==> config.mk <==
export PLATFORM = sky130hd
export DESIGN_NAME = audio_serial_rx
export DESIGN_NICKNAME = d
export VERILOG_FILES = /design/src/rtl/aud_rx_pkg.sv /design/src/rtl/aud_rx_sync.sv /design/src/rtl/aud_rx_front.sv /design/src/rtl/aud_rx_word.sv /design/src/rtl/aud_rx_framer.sv /design/src/rtl/audio_serial_rx.sv
export SDC_FILE = /design/constraint.sdc
export NUM_CORES = 1
export LEC_CHECK = 0
export BUFFER_PORTS_ARGS = -buffer_cell sky130_fd_sc_hd__buf_2
export CAP_MARGIN = 25
export CORE_MARGIN = 2
export CORE_UTILIZATION = 50
export DETAILED_ROUTE_END_ITERATION = 6
export GPL_ROUTABILITY_DRIVEN = 0
export PLACE_DENSITY_LB_ADDON = 0.08
export SETUP_SLACK_MARGIN = 0.4
export SLEW_MARGIN = 30
export SYNTH_ARGS = -nofsm -noshare
export SYNTH_HDL_FRONTEND = slang
export SYNTH_SLANG_ARGS = --single-unit
==> constraint.sdc <==
create_clock -name clk -period 2 [get_ports clk]
set_clock_uncertainty 0.15 [all_clocks]
set_input_delay 0.4 -clock clk [delete_from_list [all_inputs] [get_ports clk]]
set_output_delay 0.4 -clock clk [all_outputs]
set_load 0.02 [all_outputs]
==> src/rtl/aud_rx_pkg.sv <==
// Package: shared framing codes for the serial audio receiver.
// Assumes the format select is static while frames are being decoded.
package aud_rx_pkg;

    typedef enum logic [1:0] {
        FMT_I2S  = 2'b00,
        FMT_LJ16 = 2'b01,
        FMT_LJ18 = 2'b10,
        FMT_LJ20 = 2'b11
    } fmt_e;

endpackage

==> src/rtl/aud_rx_sync.sv <==
// Module: multi-stage synchroniser for a bundle of asynchronous lines.
// Assumes each line is slow compared with clk, so that the bits of the
// bundle do not need to stay coherent with one another.
module aud_rx_sync #(
    parameter int W      = 6,
    parameter int STAGES = 2
) (
    input  logic         clk,
    input  logic         rst_n,
    input  logic [W-1:0] d,
    output logic [W-1:0] q
);

    logic [W-1:0] stg [STAGES];

    generate
        for (genvar s = 0; s < STAGES; s++) begin : g_stage
            if (s == 0) begin : g_first
                // First flop: captures the asynchronous lines.
                always_ff @(posedge clk) begin
                    if (!rst_n) stg[s] <= '0;
                    else        stg[s] <= d;
                end
            end else begin : g_next
                // Further flops: let metastability resolve.
                always_ff @(posedge clk) begin
                    if (!rst_n) stg[s] <= '0;
                    else        stg[s] <= stg[s-1];
                end
            end
        end
    endgenerate

    assign q = stg[STAGES-1];

endmodule

==> src/rtl/aud_rx_front.sv <==
// Module: front end. Synchronises both ports, selects one, turns rising
// edges of the selected bit clock into a one-cycle strobe, and raises a
// flush request when the source select changes.
// Assumes the bit clock is at least two system clocks high and two low.
module aud_rx_front #(
    parameter int SYNC_STAGES = 2
) (
    input  logic clk,
    input  logic rst_n,
    input  logic src_sel,
    input  logic a_bck,
    input  logic a_ws,
    input  logic a_sd,
    input  logic b_bck,
    input  logic b_ws,
    input  logic b_sd,
    output logic stb_o,
    output logic ws_o,
    output logic sd_o,
    output logic flush_o
);

    localparam int LINES = 6;

    logic [LINES-1:0] raw;
    logic [LINES-1:0] syn;
    logic             sel_q;
    logic             bck_m;
    logic             bck_prev;

    assign raw = {b_bck, b_ws, b_sd, a_bck, a_ws, a_sd};

    aud_rx_sync #(
        .W      (LINES),
        .STAGES (SYNC_STAGES)
    ) sync_i (
        .clk   (clk),
        .rst_n (rst_n),
        .d     (raw),
        .q     (syn)
    );

    // Remember the select last seen so that a change can be detected.
    always_ff @(posedge clk) begin
        if (!rst_n) sel_q <= 1'b0;
        else        sel_q <= src_sel;
    end

    assign flush_o = (src_sel != sel_q);

    // Route the synchronised lines of the active port.
    always_comb begin
        if (sel_q) {bck_m, ws_o, sd_o} = syn[5:3];
        else       {bck_m, ws_o, sd_o} = syn[2:0];
    end

    // Delay the selected bit clock by one cycle for edge detection.
    always_ff @(posedge clk) begin
        if (!rst_n) bck_prev <= 1'b0;
        else        bck_prev <= bck_m;
    end

    assign stb_o = bck_m & ~bck_prev;

    // Two rising edges can never be reported in consecutive cycles.
    assert_stb_spaced_R8: assert property (@(posedge clk) disable iff (!rst_n)
        stb_o |=> !stb_o)
        else $error("bit-clock strobe repeated in consecutive cycles");

endmodule

==> src/rtl/aud_rx_word.sv <==
// Module: word assembler. Collects the bits of one word-select half-period
// for both framings at once: an MSB-first accumulator for I2S and a
// shift window for LSB-justified data. On the strobe where word select
// changes it offers the completed word for the chosen format.
// Assumes clear_i is raised on the strobe that starts a new half-period.
module aud_rx_word
    import aud_rx_pkg::*;
#(
    parameter int SAMPLE_W = 18,
    parameter int PAD_W    = 2
) (
    input  logic                clk,
    input  logic                rst_n,
    input  logic                flush_i,
    input  logic                stb_i,
    input  logic                sd_i,
    input  logic                clear_i,
    input  fmt_e                fmt_i,
    output logic [SAMPLE_W-1:0] word_o
);

    localparam int WIN_W  = SAMPLE_W + PAD_W;
    localparam int IDX_W  = $clog2(SAMPLE_W + 1);
    localparam int NARROW = SAMPLE_W - PAD_W;
    localparam logic [IDX_W-1:0]    IDX_FULL = IDX_W'(SAMPLE_W);
    localparam logic [SAMPLE_W-1:0] TOP_BIT  = {1'b1, {(SAMPLE_W-1){1'b0}}};

    logic [SAMPLE_W-1:0] acc;
    logic [IDX_W-1:0]    idx;
    logic [WIN_W-1:0]    win;
    logic [SAMPLE_W-1:0] cur_bit;
    logic [SAMPLE_W-1:0] i2s_word;

    // One-hot position of the current bit within the I2S word.
    assign cur_bit = (sd_i && (idx < IDX_FULL)) ? (TOP_BIT >> idx) : '0;

    // I2S accumulator: place bits MSB first, ignore bits past the width.
    always_ff @(posedge clk) begin
        if (!rst_n || flush_i) begin
            acc <= '0;
            idx <= '0;
        end else if (stb_i) begin
            if (clear_i) begin
                acc <= '0;
                idx <= '0;
            end else begin
                acc <= acc | cur_bit;
                if (idx < IDX_FULL) idx <= idx + 1'b1;
            end
        end
    end

    // LSB-justified window: keep the most recent WIN_W bits of the half.
    always_ff @(posedge clk) begin
        if (!rst_n || flush_i) begin
            win <= '0;
        end else if (stb_i) begin
            if (clear_i) win <= {{(WIN_W-1){1'b0}}, sd_i};
            else         win <= {win[WIN_W-2:0], sd_i};
        end
    end

    // The I2S word closes with the bit on the changing strobe.
    assign i2s_word = acc | cur_bit;

    // Pick the completed word for the current format.
    always_comb begin
        unique case (fmt_i)
            FMT_I2S:  word_o = i2s_word;
            FMT_LJ16: word_o = {win[NARROW-1:0], {PAD_W{1'b0}}};
            FMT_LJ18: word_o = win[SAMPLE_W-1:0];
            default:  word_o = win[WIN_W-1:PAD_W];
        endcase
    end

    // The I2S bit index never runs past the sample width.
    assert_idx_bound_R4: assert property (@(posedge clk) disable iff (!rst_n)
        stb_i && !clear_i && (idx == IDX_FULL) |=> (idx == IDX_FULL))
        else $error("I2S bit index left its saturated value");

endmodule

==> src/rtl/aud_rx_framer.sv <==
// Module: framer. Tracks word-select half-periods, counts bit clocks in
// each, pairs a left word with the following right word and delivers
// them with a one-cycle strobe. A frame is delivered only after the
// framer has been armed by a word-select falling edge.
// Assumes stb_i marks a bit-clock rise and ws_i/sd_i are stable there.
module aud_rx_framer #(
    parameter int SAMPLE_W  = 18,
    parameter int MIN_BCK   = 16,
    parameter int MAX_SLOTS = 255
) (
    input  logic                clk,
    input  logic                rst_n,
    input  logic                flush_i,
    input  logic                stb_i,
    input  logic                ws_i,
    input  logic [SAMPLE_W-1:0] word_i,
    output logic                clear_o,
    output logic [SAMPLE_W-1:0] left_o,
    output logic [SAMPLE_W-1:0] right_o,
    output logic                valid_o,
    output logic                short_o
);

    localparam int CNT_W = $clog2(MAX_SLOTS + 1);
    localparam logic [CNT_W-1:0] CNT_MAX = CNT_W'(MAX_SLOTS);
    localparam logic [CNT_W-1:0] CNT_MIN = CNT_W'(MIN_BCK);

    logic                fresh;
    logic                prev_ws;
    logic                armed;
    logic                have_left;
    logic                left_short;
    logic [SAMPLE_W-1:0] left_buf;
    logic [CNT_W-1:0]    cnt;
    logic                ws_chg;
    logic                half_short;

    assign ws_chg     = stb_i && !fresh && (ws_i != prev_ws);
    assign clear_o    = stb_i && (fresh || (ws_i != prev_ws));
    assign half_short = (cnt < CNT_MIN);

    // Half-period tracking: last word select seen and bit-clock count.
    always_ff @(posedge clk) begin
        if (!rst_n || flush_i) begin
            fresh   <= 1'b1;
            prev_ws <= 1'b0;
            cnt     <= '0;
        end else if (stb_i) begin
            fresh   <= 1'b0;
            prev_ws <= ws_i;
            if (clear_o)             cnt <= CNT_W'(1);
            else if (cnt < CNT_MAX)  cnt <= cnt + 1'b1;
        end
    end

    // Frame pairing: arm on a falling edge, hold the left word, pair it.
    always_ff @(posedge clk) begin
        if (!rst_n || flush_i) begin
            armed      <= 1'b0;
            have_left  <= 1'b0;
            left_short <= 1'b0;
            left_buf   <= '0;
        end else if (ws_chg) begin
            if (!ws_i) begin
                armed     <= 1'b1;
                have_left <= 1'b0;
            end else if (armed) begin
                left_buf   <= word_i;
                left_short <= half_short;
                have_left  <= 1'b1;
            end
        end
    end

    // Output stage: strobe and short flag for one cycle, samples held.
    always_ff @(posedge clk) begin
        if (!rst_n) begin
            valid_o <= 1'b0;
            short_o <= 1'b0;
            left_o  <= '0;
            right_o <= '0;
        end else begin
            valid_o <= 1'b0;
            short_o <= 1'b0;
            if (!flush_i && ws_chg && !ws_i && armed && have_left) begin
                valid_o <= 1'b1;
                short_o <= left_short | half_short;
                left_o  <= left_buf;
                right_o <= word_i;
            end
        end
    end

    assert_vld_pulse_R8: assert property (@(posedge clk) disable iff (!rst_n)
        valid_o |=> !valid_o)
        else $error("frame strobe wider than one cycle");

    assert_hold_R8: assert property (@(posedge clk) disable iff (!rst_n)
        !valid_o |-> ($stable(left_o) && $stable(right_o)))
        else $error("samples changed without a frame strobe");

    assert_short_with_vld_R9: assert property (@(posedge clk) disable iff (!rst_n)
        short_o |-> valid_o)
        else $error("short flag raised outside a frame strobe");

    assert_flush_quiet_R11: assert property (@(posedge clk) disable iff (!rst_n)
        flush_i |=> !valid_o)
        else $error("frame delivered across a source change");

    assert_left_first_R12: assert property (@(posedge clk) disable iff (!rst_n)
        valid_o |-> $past(have_left))
        else $error("frame delivered without a completed left half");

endmodule

==> src/rtl/audio_serial_rx.sv <==
// Module: top of the multi-format serial audio receiver. Connects the
// front end, the word assembler and the framer.
// Assumes fmt_sel is static while frames arrive and that src_sel is
// changed while both bit clocks are low.
module audio_serial_rx
    import aud_rx_pkg::*;
#(
    parameter int SAMPLE_W    = 18,
    parameter int PAD_W       = 2,
    parameter int MIN_BCK     = 16,
    parameter int MAX_SLOTS   = 255,
    parameter int SYNC_STAGES = 2
) (
    input  logic                clk,
    input  logic                rst_n,
    input  logic                src_sel,
    input  logic [1:0]          fmt_sel,
    input  logic                a_bck,
    input  logic                a_ws,
    input  logic                a_sd,
    input  logic                b_bck,
    input  logic                b_ws,
    input  logic                b_sd,
    output logic [SAMPLE_W-1:0] left_o,
    output logic [SAMPLE_W-1:0] right_o,
    output logic                frame_vld_o,
    output logic                frame_short_o
);

    logic                stb;
    logic                ws;
    logic                sd;
    logic                flush;
    logic                clear;
    logic [SAMPLE_W-1:0] word;
    fmt_e                fmt;

    assign fmt = fmt_e'(fmt_sel);

    aud_rx_front #(
        .SYNC_STAGES (SYNC_STAGES)
    ) front_i (
        .clk     (clk),
        .rst_n   (rst_n),
        .src_sel (src_sel),
        .a_bck   (a_bck),
        .a_ws    (a_ws),
        .a_sd    (a_sd),
        .b_bck   (b_bck),
        .b_ws    (b_ws),
        .b_sd    (b_sd),
        .stb_o   (stb),
        .ws_o    (ws),
        .sd_o    (sd),
        .flush_o (flush)
    );

    aud_rx_word #(
        .SAMPLE_W (SAMPLE_W),
        .PAD_W    (PAD_W)
    ) word_i (
        .clk     (clk),
        .rst_n   (rst_n),
        .flush_i (flush),
        .stb_i   (stb),
        .sd_i    (sd),
        .clear_i (clear),
        .fmt_i   (fmt),
        .word_o  (word)
    );

    aud_rx_framer #(
        .SAMPLE_W  (SAMPLE_W),
        .MIN_BCK   (MIN_BCK),
        .MAX_SLOTS (MAX_SLOTS)
    ) framer_i (
        .clk     (clk),
        .rst_n   (rst_n),
        .flush_i (flush),
        .stb_i   (stb),
        .ws_i    (ws),
        .word_i  (word),
        .clear_o (clear),
        .left_o  (left_o),
        .right_o (right_o),
        .valid_o (frame_vld_o),
        .short_o (frame_short_o)
    );

    // Reset state of the outputs.
    assert_reset_quiet_R1: assert property (@(posedge clk)
        !rst_n |=> (!frame_vld_o && !frame_short_o))
        else $error("strobe or flag active after a reset cycle");

endmodule

==> results.yml, run 1 <==
run_status:
  status: "finished, violations left"
  violations: "negative setup slack"
drt:
  wl_per_cell_um: 18.4
  vias: 5044
  drt-total-wl_mm: 15.8
  via_per_inst: 5.85
  drt_iter0_drc: 450
  drc_errors: 0
  route.antenna.remaining_nets: 0
  dr.pass1.iters: 5
synthesis:
  synth_edf_count: 0
  synth_seq_cells: 126
  synth_top_area_share_pct: 46.5
  async_reset_ff_share_pct: 0
  yosysSeqAreaShare_pct: 46.5
  synth_area_leaders: "dfxtp_1, nand2_1, a21oi_1, nor2_1, a31oi_1"
  syn_inst: 615
  synthFlopType: "dfxtp_1"
  synth_cell_type_count: 57
  synth_area_um2: 5420
  syn_avg_cell_area_um2: 8.82
  synth_nets: 633
  yosysWarnings: 0
  synth_top_cell_by_area: "dfxtp_1"
floorplan:
  ioPinCount: 49
  die_h_um: 108
  fp.dieW_um: 108
  dieArea_um2: 11700
  initial_utilization_pct: 50.7
  rows: 38
  core-area_um2: 10700
power_and_ir_drop:
  max-vdd-ir-drop_uv: 621
  power.density_nw_per_um2: 786
  p_leak_nw: 2.77
clocking:
  numCtsBuffers: 17
  clk_pin_slew_ps: 60
  clk_latency_ps: 520
  cts_tree: "done"
  clockRootBuffer: "clkbuf_8"
  cts_buffer_depth: 2
  clock-sinks: 126
  htree_levels: 4
placement:
  place_inst: 805
  hpwlAfterDp_mm: 9.27
  place.port_buffers: 48
  place_ws_ps: -180
grt:
  track_usage_pct: 25.4
  grt_max_degree: 47
  grt_pass1_wl_mm: 23.0
  overflow: 0
  antenna_found_initial: 0
  grt_pass1_vias: 4530
cells_and_area:
  antenna_cells: 0
  drive_gt1_share_pct: 31.2
  fill_cells: 807
  areaGrowthSynthToFinish_pct: 34.7
  stdcell_count: 862
  nets: 727
timing:
  fin_crit_sh_pct: 100
  fin_setup_tns_ps: -6.64
  fmax_ghz: 0.498
  rsz0062_at_grt: "true"
  period_needed_ps: 2010
  hold_viol_final: 0
  tightest_slew_ps: 735
  drv_slew: 0
  setup_viol: 1
  slew_headroom_pct: 50.6
  fin_ws_ps: -6.64
worst_setup_path:
  r2r_slack_ps: -7
  cp-start-kind: "flip-flop"
  worst_ep_required_time_ps: 2250
  path_class: "reg2reg"
  cp_slowest_cell: "or4_4"
  arrival_ps: 2260
  crit_chain: "mux2i_2 > or2_4 > buf_12 > or4_4 > nor2_2 > nor3b_2"
  max_stage_delay_ps: 580
  cp_max_fo: 6
  end_kind: "flip-flop"
job:
  cap_violations: 0
worst_hold_path:
  hold_class: "in2reg"
[worst max-delay path, delay by kind of cell (launching register included)]
| family | cells | cell delay (ps) |
|---|---|---|
| AND/OR/NAND/NOR | 4 | 1070 |
| flip-flops | 1 | 360 |
| buffers and inverters | 1 | 140 |
| multiplexers | 1 | 160 |
[routing by layer]
| metal | track usage (%) | vias to the layer above | share of wire (%) |
|---|---|---|---|
| li1 | - | 2392 | - |
| met2 | 38.3 | 209 | 47 |
| met5 | 0 | - | 0 |
| met1 | 35.8 | 2406 | 43 |
| met3 | 5.73 | 37 | 6.8 |
| met4 | 9.25 | 0 | 2.5 |
[cells in the final DEF (no fill, tap or decap), types with 9 or more instances in the layout]
| cell | count |
|---|---|
| a21boi_1 | 22 |
| nand2_2 | 9 |
| nor2_1 | 54 |
| nand3_1 | 29 |
| buf_4 | 66 |
| buf_6 | 12 |
| a211oi_1 | 9 |
| dfxtp_2 | 11 |
| and2_1 | 17 |
| o211ai_1 | 10 |
| a31oi_1 | 28 |
| nand2_1 | 87 |
| clkbuf_16 | 21 |
| buf_2 | 23 |
| a21oi_1 | 39 |
| dfxtp_1 | 114 |
[sequential cells by signal, summed over array words and instances, names as in the netlist, 5 cells and up]
signal,cells
word_i.acc,18
front_i.sync_i.stg,12
word_i.idx,5
framer_i.right_o,18
framer_i.left_buf,18
framer_i.left_o,18
framer_i.cnt,8
word_i.win,20
[stage by stage]
stage	power (mW)	hold slack, ps	util [%]	cell area [um^2]
4_1_cts	5.74	52.5	64.0	6840
6_report	5.74	65.7	68.3	7300
3_3_place_gp	2.86	264	57.0	6100
3_5_place_dp	2.86	268	57.1	6110
5_1_grt	5.91	77.2	68.3	7300
2_1_floorplan	2.77	262	-	5530
[power by group]
part           internal (mW)  switching, mW  leakage [nW]
Clock                   1.71           1.16         0.258
Combinational          0.144          0.189          1.49
Sequential              2.53         0.0125          1.02
[synth_stat cells, types with 3 or more instances]
| library cell | instances |
|---|---|
| and2_1 | 17 |
| nand4b_1 | 3 |
| buf_2 | 10 |
| mux2i_1 | 6 |
| clkbuf_1 | 28 |
| dfxtp_1 | 126 |
| a41oi_1 | 4 |
| and3_1 | 3 |
| nor3b_1 | 3 |
| a21boi_1 | 18 |
| buf_6 | 3 |
| o21ai_0 | 5 |
| nand3_1 | 30 |
| a21boi_0 | 6 |
| nand2b_1 | 4 |
| nor2b_1 | 4 |
| ha_1 | 7 |
| o211a_1 | 8 |
| mux2_2 | 4 |
| a21oi_1 | 44 |
| a211oi_1 | 12 |
| nor2_1 | 58 |
| o211ai_1 | 10 |
| inv_1 | 6 |
| mux4_2 | 8 |
| o22ai_1 | 8 |
| nor3_1 | 10 |
| buf_1 | 7 |
| a31oi_1 | 29 |
| a22o_1 | 3 |
| nand2_1 | 96 |
[what timing repair did]
| action | 4_1_cts | 5_1_grt |
|---|---|---|
| pin swaps | 5 | 29 |
| resized for setup | 23 | 82 |
| hold buffers | 7 | 0 |
| endpoints found under the hold margin | 7 | 0 |
| buffers inserted | 2 | 4 |
| cloned | 2 | 10 |
| setup endpoints to repair | 114 | 135 |
[cell families (layout without fill, tap and decap cells)]
group	Yosys count	in the layout	share of synthesized area (%)
and+or+nand+nor	246	249	21.6
AOI/OAI and AO/OA	160	160	20.0
DFF	126	126	46.5
buffers and inverters	56	160	4.66
muxes	19	19	5.51
adders and majority gates	7	7	1.62
xor gates and xnor gates	1	1	0.162
[path summary, 6_finish.rpt]
path                              endpoint                startpoint  depth (start not counted)
setup / recovery       framer_i.right_o[5]             front_i.sel_q                          6
setup reg to reg       framer_i.right_o[5]             front_i.sel_q                          6
hold reg to reg   front_i.sync_i.stg[1][4]  front_i.sync_i.stg[0][4]                          1
hold / removal            front_i.bck_prev                     rst_n                          2
[area by class of cell]
cell class	instances	area (um^2)	share of cell area, %
repair buffers	122	1110	15.2
flip-flops and latches	126	2540	34.8
clock buffers	19	442	6.05
inverters	6	22.5	0.308
multi-input cells	436	2900	39.7
clock inverters	13	116	1.59
well taps	140	175	2.40
Note: power is estimated with default switching activity, not from simulation.
==> inputs of run 2 (changes only) <==
- CORE_MARGIN: 2 -> not set
==> results.yml, run 2 (synthesis gave the netlist of run 1 again) <==
power_and_ir_drop:
  max-vdd-ir-drop_uv: 604
  power.density_nw_per_um2: 727
  total_power_mw: 5.90
  p_leak_nw: 3.09
cells_and_area:
  layout_common_cells: "dfxtp_1, buf_4, nand2_1"
  final_common_cell: "dfxtp_1"
  antenna_cells: 0
  areaGrowthSynthToFinish_pct: 49.7
  largest_reg_flops: 20
  fin_util_pct: 77.9
  max_flop_register: "word_i.win"
  drive_gt1_share_pct: 45.2
  nets: 742
  design_area_um2: 8120
clocking:
  clockRootBuffer: "clkbuf_8"
  cts_buffer_depth: 2
  cts_tree: "done"
  clk_latency_ps: 540
  clock-sinks: 126
  htree_levels: 4
  numCtsBuffers: 17
  clk_pin_slew_ps: 60
grt:
  overflow: 0
  antenna_found_initial: 0
  grt_pass1_wl_mm: 24.7
  grt_pass1_vias: 4831
  grt_max_degree: 53
  track_usage_pct: 28.8
timing:
  tightest_slew_ps: 542
  fin_ws_ps: -68.5
  slew_headroom_pct: 63.6
  drv_slew: 0
  fin_crit_sh_pct: 103
  fin_hold_ws_ps: 270
  fmax_ghz: 0.483
  rsz0062_at_grt: "true"
  hold_viol_final: 0
  period_needed_ps: 2070
  setup_viol: 5
worst_setup_path:
  cp_top_family: "simple AND/OR/NAND/NOR gates"
  cp_slowest_cell: "or4_4"
  crit_chain: "or2_4 > o22a_4 > buf_12 > or4_4 > nand2_1 > a21boi_1"
  worst_ep_required_time_ps: 2270
  crit_start: "front_i.sel_q"
  path_class: "reg2reg"
  max_stage_delay_ps: 550
  cp_max_fo: 6
  end_kind: "flip-flop"
  cp-start-kind: "flip-flop"
  r2r_start: "front_i.sel_q"
  critPathBufInv: 1
  arrival_ps: 2340
floorplan:
  core-area_um2: 10400
  fp.dieW_um: 106
  ioPinCount: 49
  initial_utilization_pct: 52.1
  die_h_um: 106
  rows: 37
  dieArea_um2: 11300
drt:
  drc_errors: 0
  drt-total-wl_mm: 17.5
  drt_iter0_drc: 521
  wl_per_cell_um: 20.0
  dr.pass1.iters: 6
  route.antenna.remaining_nets: 0
  vias: 5280
  via_per_inst: 6.05
placement:
  hpwlAfterDp_mm: 9.11
  place.port_buffers: 48
  dpl_cell_area_um2: 6150
worst_hold_path:
  min_from: "rst_n"
  hold_class: "in2reg"
run_status:
  violations: "negative setup slack"
  status: "finished, violations left"
job:
  cap_violations: 0
## run 2: cell types whose count changed in the layout (fill, tap and decap cells not counted), sizes merged
cell / delta
buf: +14
clkbuf: +3
bufinv: +1
clkinv: +1
clkinvlp: -3
inv: -1
## run 2: worst reg2reg max path, cell delays in order (launching register included)
cell and delay, ps:
dfxtp_4 370, or2_4 240, o22a_4 250, buf_12 140
or4_4 550, nand2_1 140, a21boi_1 100
## run 2: per-stage QoR
step           setup WS (ps)  TNS, ps  instances
2_1_floorplan          -72.7    -1360        615
3_3_place_gp            -267    -4870        804
3_5_place_dp            -178    -5430        804
4_1_cts                 35.7        0        863
5_1_grt                 -116     -757        873
6_report               -68.5     -118        873
## run 2: layer usage
layer | vias to the layer above | GRT usage [%] | routed length, um
met3 | 59 | 7.60 | 1080
met2 | 245 | 46.2 | 8410
met4 | 0 | 11.9 | 654
li1 | 2426 | - | -
met1 | 2550 | 36.6 | 7320
met5 | - | 0 | 0
## run 2: repair_timing
item / CTS / global route
pin swaps: 33 / 56
hold buffers: 7 / 0
hold endpoints to repair: 7 / 0
setup buffers: 11 / 4
cloned: 9 / 6
resized for setup: 74 / 178
setup endpoints to repair: 117 / 141
## run 2: area by class of cell
type | instances | area, um^2
flip-flops and latches | 126 | 2560
inverters | 6 | 22.5
clock buffers | 21 | 449
repair buffers | 137 | 1440
multi-input cells | 436 | 3360
well taps | 136 | 170
clock inverters | 11 | 116
fillers | 649 | 2300
## run 2: worst paths after layout
| check | endpoint | slack (ps) | depth (start not counted) |
|---|---|---|---|
| max | framer_i.left_o[16] | -70 | 6 |
| min | framer_i.armed | 270 | 4 |
| max reg2reg | framer_i.left_o[16] | -70 | 6 |
| min reg2reg | front_i.sync_i.stg[1][1] | 280 | 1 |
## run 2: power breakdown
group	leakage [nW]	switching (mW)	internal (mW)	total [mW]
Combinational	1.79	0.222	0.184	0.405
Clock	0.273	1.13	1.83	2.95
Sequential	1.03	0.0144	2.52	2.54
Total	3.09	1.36	4.53	5.90
==> inputs of run 3 (changes only) <==
- ABC_AREA: not set -> 1
- SYNTH_HIERARCHICAL: not set -> 1
==> results.yml, run 3 <==
timing:
  rsz0062_at_grt: "true"
  hold_viol_final: 0
  period_needed_ps: 1850
  fin_setup_tns_ps: 0
  tightest_slew_ps: 498
  fin_crit_sh_pct: 92.5
  setup_viol: 0
  slew_headroom_pct: 66.7
  fmax_ghz: 0.541
  drv_slew: 0
drt:
  drc_errors: 0
  dr.pass1.iters: 5
  wl_per_cell_um: 15.5
  drt_iter0_drc: 418
  route.antenna.remaining_nets: 0
  drt-total-wl_mm: 15.3
  vias: 5319
  via_per_inst: 5.40
synthesis:
  yosysMostFrequentCell: "nand2_1"
  synthFlopType: "dfxtp_1"
  synth_top_area_share_pct: 47.0
  synth_top_cell_by_area: "dfxtp_1"
  synth_edf_count: 0
  yosysWarnings: 6
  syn_inst: 728
  synth_nets: 746
  syn_avg_cell_area_um2: 7.37
  yosysSeqAreaShare_pct: 47.0
  synth_area_um2: 5370
  synth_cell_type_count: 32
  async_reset_ff_share_pct: 0
  synth_area_leaders: "dfxtp_1, nand2_1, nor2_1, a21oi_1, inv_1"
  synth_seq_cells: 126
  synth_common_cells: "nand2_1, dfxtp_1, nor2_1"
floorplan:
  die_h_um: 106
  ioPinCount: 49
  dieArea_um2: 11200
  fp.dieW_um: 106
  rows: 37
  initial_utilization_pct: 51.8
  core-area_um2: 10400
worst_setup_path:
  worst_ep_required_time_ps: 2300
  crit_chain: "inv_4 > nand2_2 > nand2_2 > nor2_4 > inv_2 > nor2_4 > nand3_2 > nor2_4 > nand2_4 > clkinv_4 > buf_12 > nor2_1 > nor2_1"
  path_class: "reg2reg"
  crit_top_cell: "nor2_4"
  cp_max_fo: 18
  arrival_ps: 2150
  max_stage_delay_ps: 370
  end_kind: "flip-flop"
  cp-start-kind: "flip-flop"
  cp_slowest_cell: "dfxtp_4"
cells_and_area:
  drive_gt1_share_pct: 32.6
  nets: 854
  final_common_cell: "nand2_1"
  seq_area_um2: 2540
  fill_cells: 742
  multiInputGateArea_um2: 2810
  layout_common_cells: "nand2_1, dfxtp_1, nor2_1"
  max_flop_register: "word_i/win"
  largest_reg_flops: 20
  antenna_cells: 0
  areaGrowthSynthToFinish_pct: 43.7
job:
  cap_violations: 0
clocking:
  htree_levels: 4
  cts_tree: "done"
  clock-sinks: 126
  numCtsBuffers: 17
  clk_pin_slew_ps: 60
  clk_latency_ps: 520
  clockRootBuffer: "clkbuf_8"
  cts_buffer_depth: 2
power_and_ir_drop:
  total_power_mw: 6.25
  max-vdd-ir-drop_uv: 724
  p_leak_nw: 3.28
  power.density_nw_per_um2: 810
run_status:
  status: "completed"
grt:
  overflow: 0
  track_usage_pct: 26.5
  grt_pass1_vias: 4830
  grt_max_degree: 38
  grt_pass1_wl_mm: 23.0
  antenna_found_initial: 0
placement:
  hpwlAfterDp_mm: 8.90
  place.port_buffers: 48
worst_hold_path:
  hold_class: "in2reg"
run 3: changes by cell type after synthesis, moves of 17 or more:
cell,delta
nor2_1,+52
a21boi_1,-17
inv_1,+68
o21ai_0,+29
o21ai_1,+33
a31oi_1,-29
and2_1,-17
a21oi_1,+17
nand2_1,+65
run 3: logic make-up after synthesis:
kind of cell | Yosys count | synth area share (%)
compound gates | 171 | 18.2
buf+inv | 111 | 9.44
fa+ha+maj | 7 | 1.63
xor+xnor | 2 | 0.326
flops | 126 | 47.0
simple gates | 311 | 23.4
run 3: per-stage QoR:
stage / hold WS [ps] / utilization [%] / std cells / area (um^2) / setup slack (ps)
finish: 101 / 74.4 / 985 / 7710 / 151
global route: 95.8 / 74.4 / 985 / 7710 / 65.2
floorplan: 236 / - / 728 / 5420 / 145
detailed placement: 244 / 56.2 / 902 / 5830 / 78.6
global placement: 245 / 56.2 / 902 / 5830 / 123
CTS: 85.2 / 69.7 / 970 / 7220 / 225
run 3: where the power goes:
group | internal (mW) | switching [mW] | total [mW] | leakage (nW)
clock | 2.09 | 1.13 | 3.23 | 0.297
sequential | 2.53 | 0.0126 | 2.54 | 1.02
combinational | 0.211 | 0.267 | 0.477 | 1.96
total | 4.83 | 1.41 | 6.25 | 3.28
run 3: metal layers:
metal  track usage (%)  routed length [um]  vias to the layer above
li1                  -                   -                     2575
met1              33.5                6380                     2462
met2              43.1                7480                      241
met3              5.50                 971                       41
met4              12.5                 470                        0
met5                 0                   0                        -
run 3: worst max-delay path: cells and delay by family, from the launching register on:
family                 cells  cell delay, ps
buffers and inverters      4             370
flip-flops                 1             370
AND/OR/NAND/NOR            9             890
run 3: path summary, 6_finish.rpt:
check                            from                        to  slack, ps  depth (start not counted)
max                     front_i/sel_q      framer_i/right_o[15]        150                         13
min                             rst_n          framer_i/valid_o        100                          3
max reg2reg             front_i/sel_q      framer_i/right_o[15]        150                         13
min reg2reg  front_i/sync_i/stg[0][1]  front_i/sync_i/stg[1][1]        260                          2
run 3: layout make-up:
type | count | share of cell area, %
clock buffer | 19 | 5.73
clock inverter | 13 | 2.42
inverter | 77 | 3.97
multi-input combinational | 491 | 36.5
sequential | 126 | 32.9
tap | 136 | 2.21
timing repair buffer | 123 | 16.3
run 3: repair_timing:
item / in CTS / in global routing
buffers inserted: 22 / 14
cloned: 7 / 1
hold buffers: 7 / 0
pin swaps: 31 / 31
resized for setup: 102 / 115
endpoints found under the hold margin: 7 / 0
endpoints found under the setup margin: 111 / 140
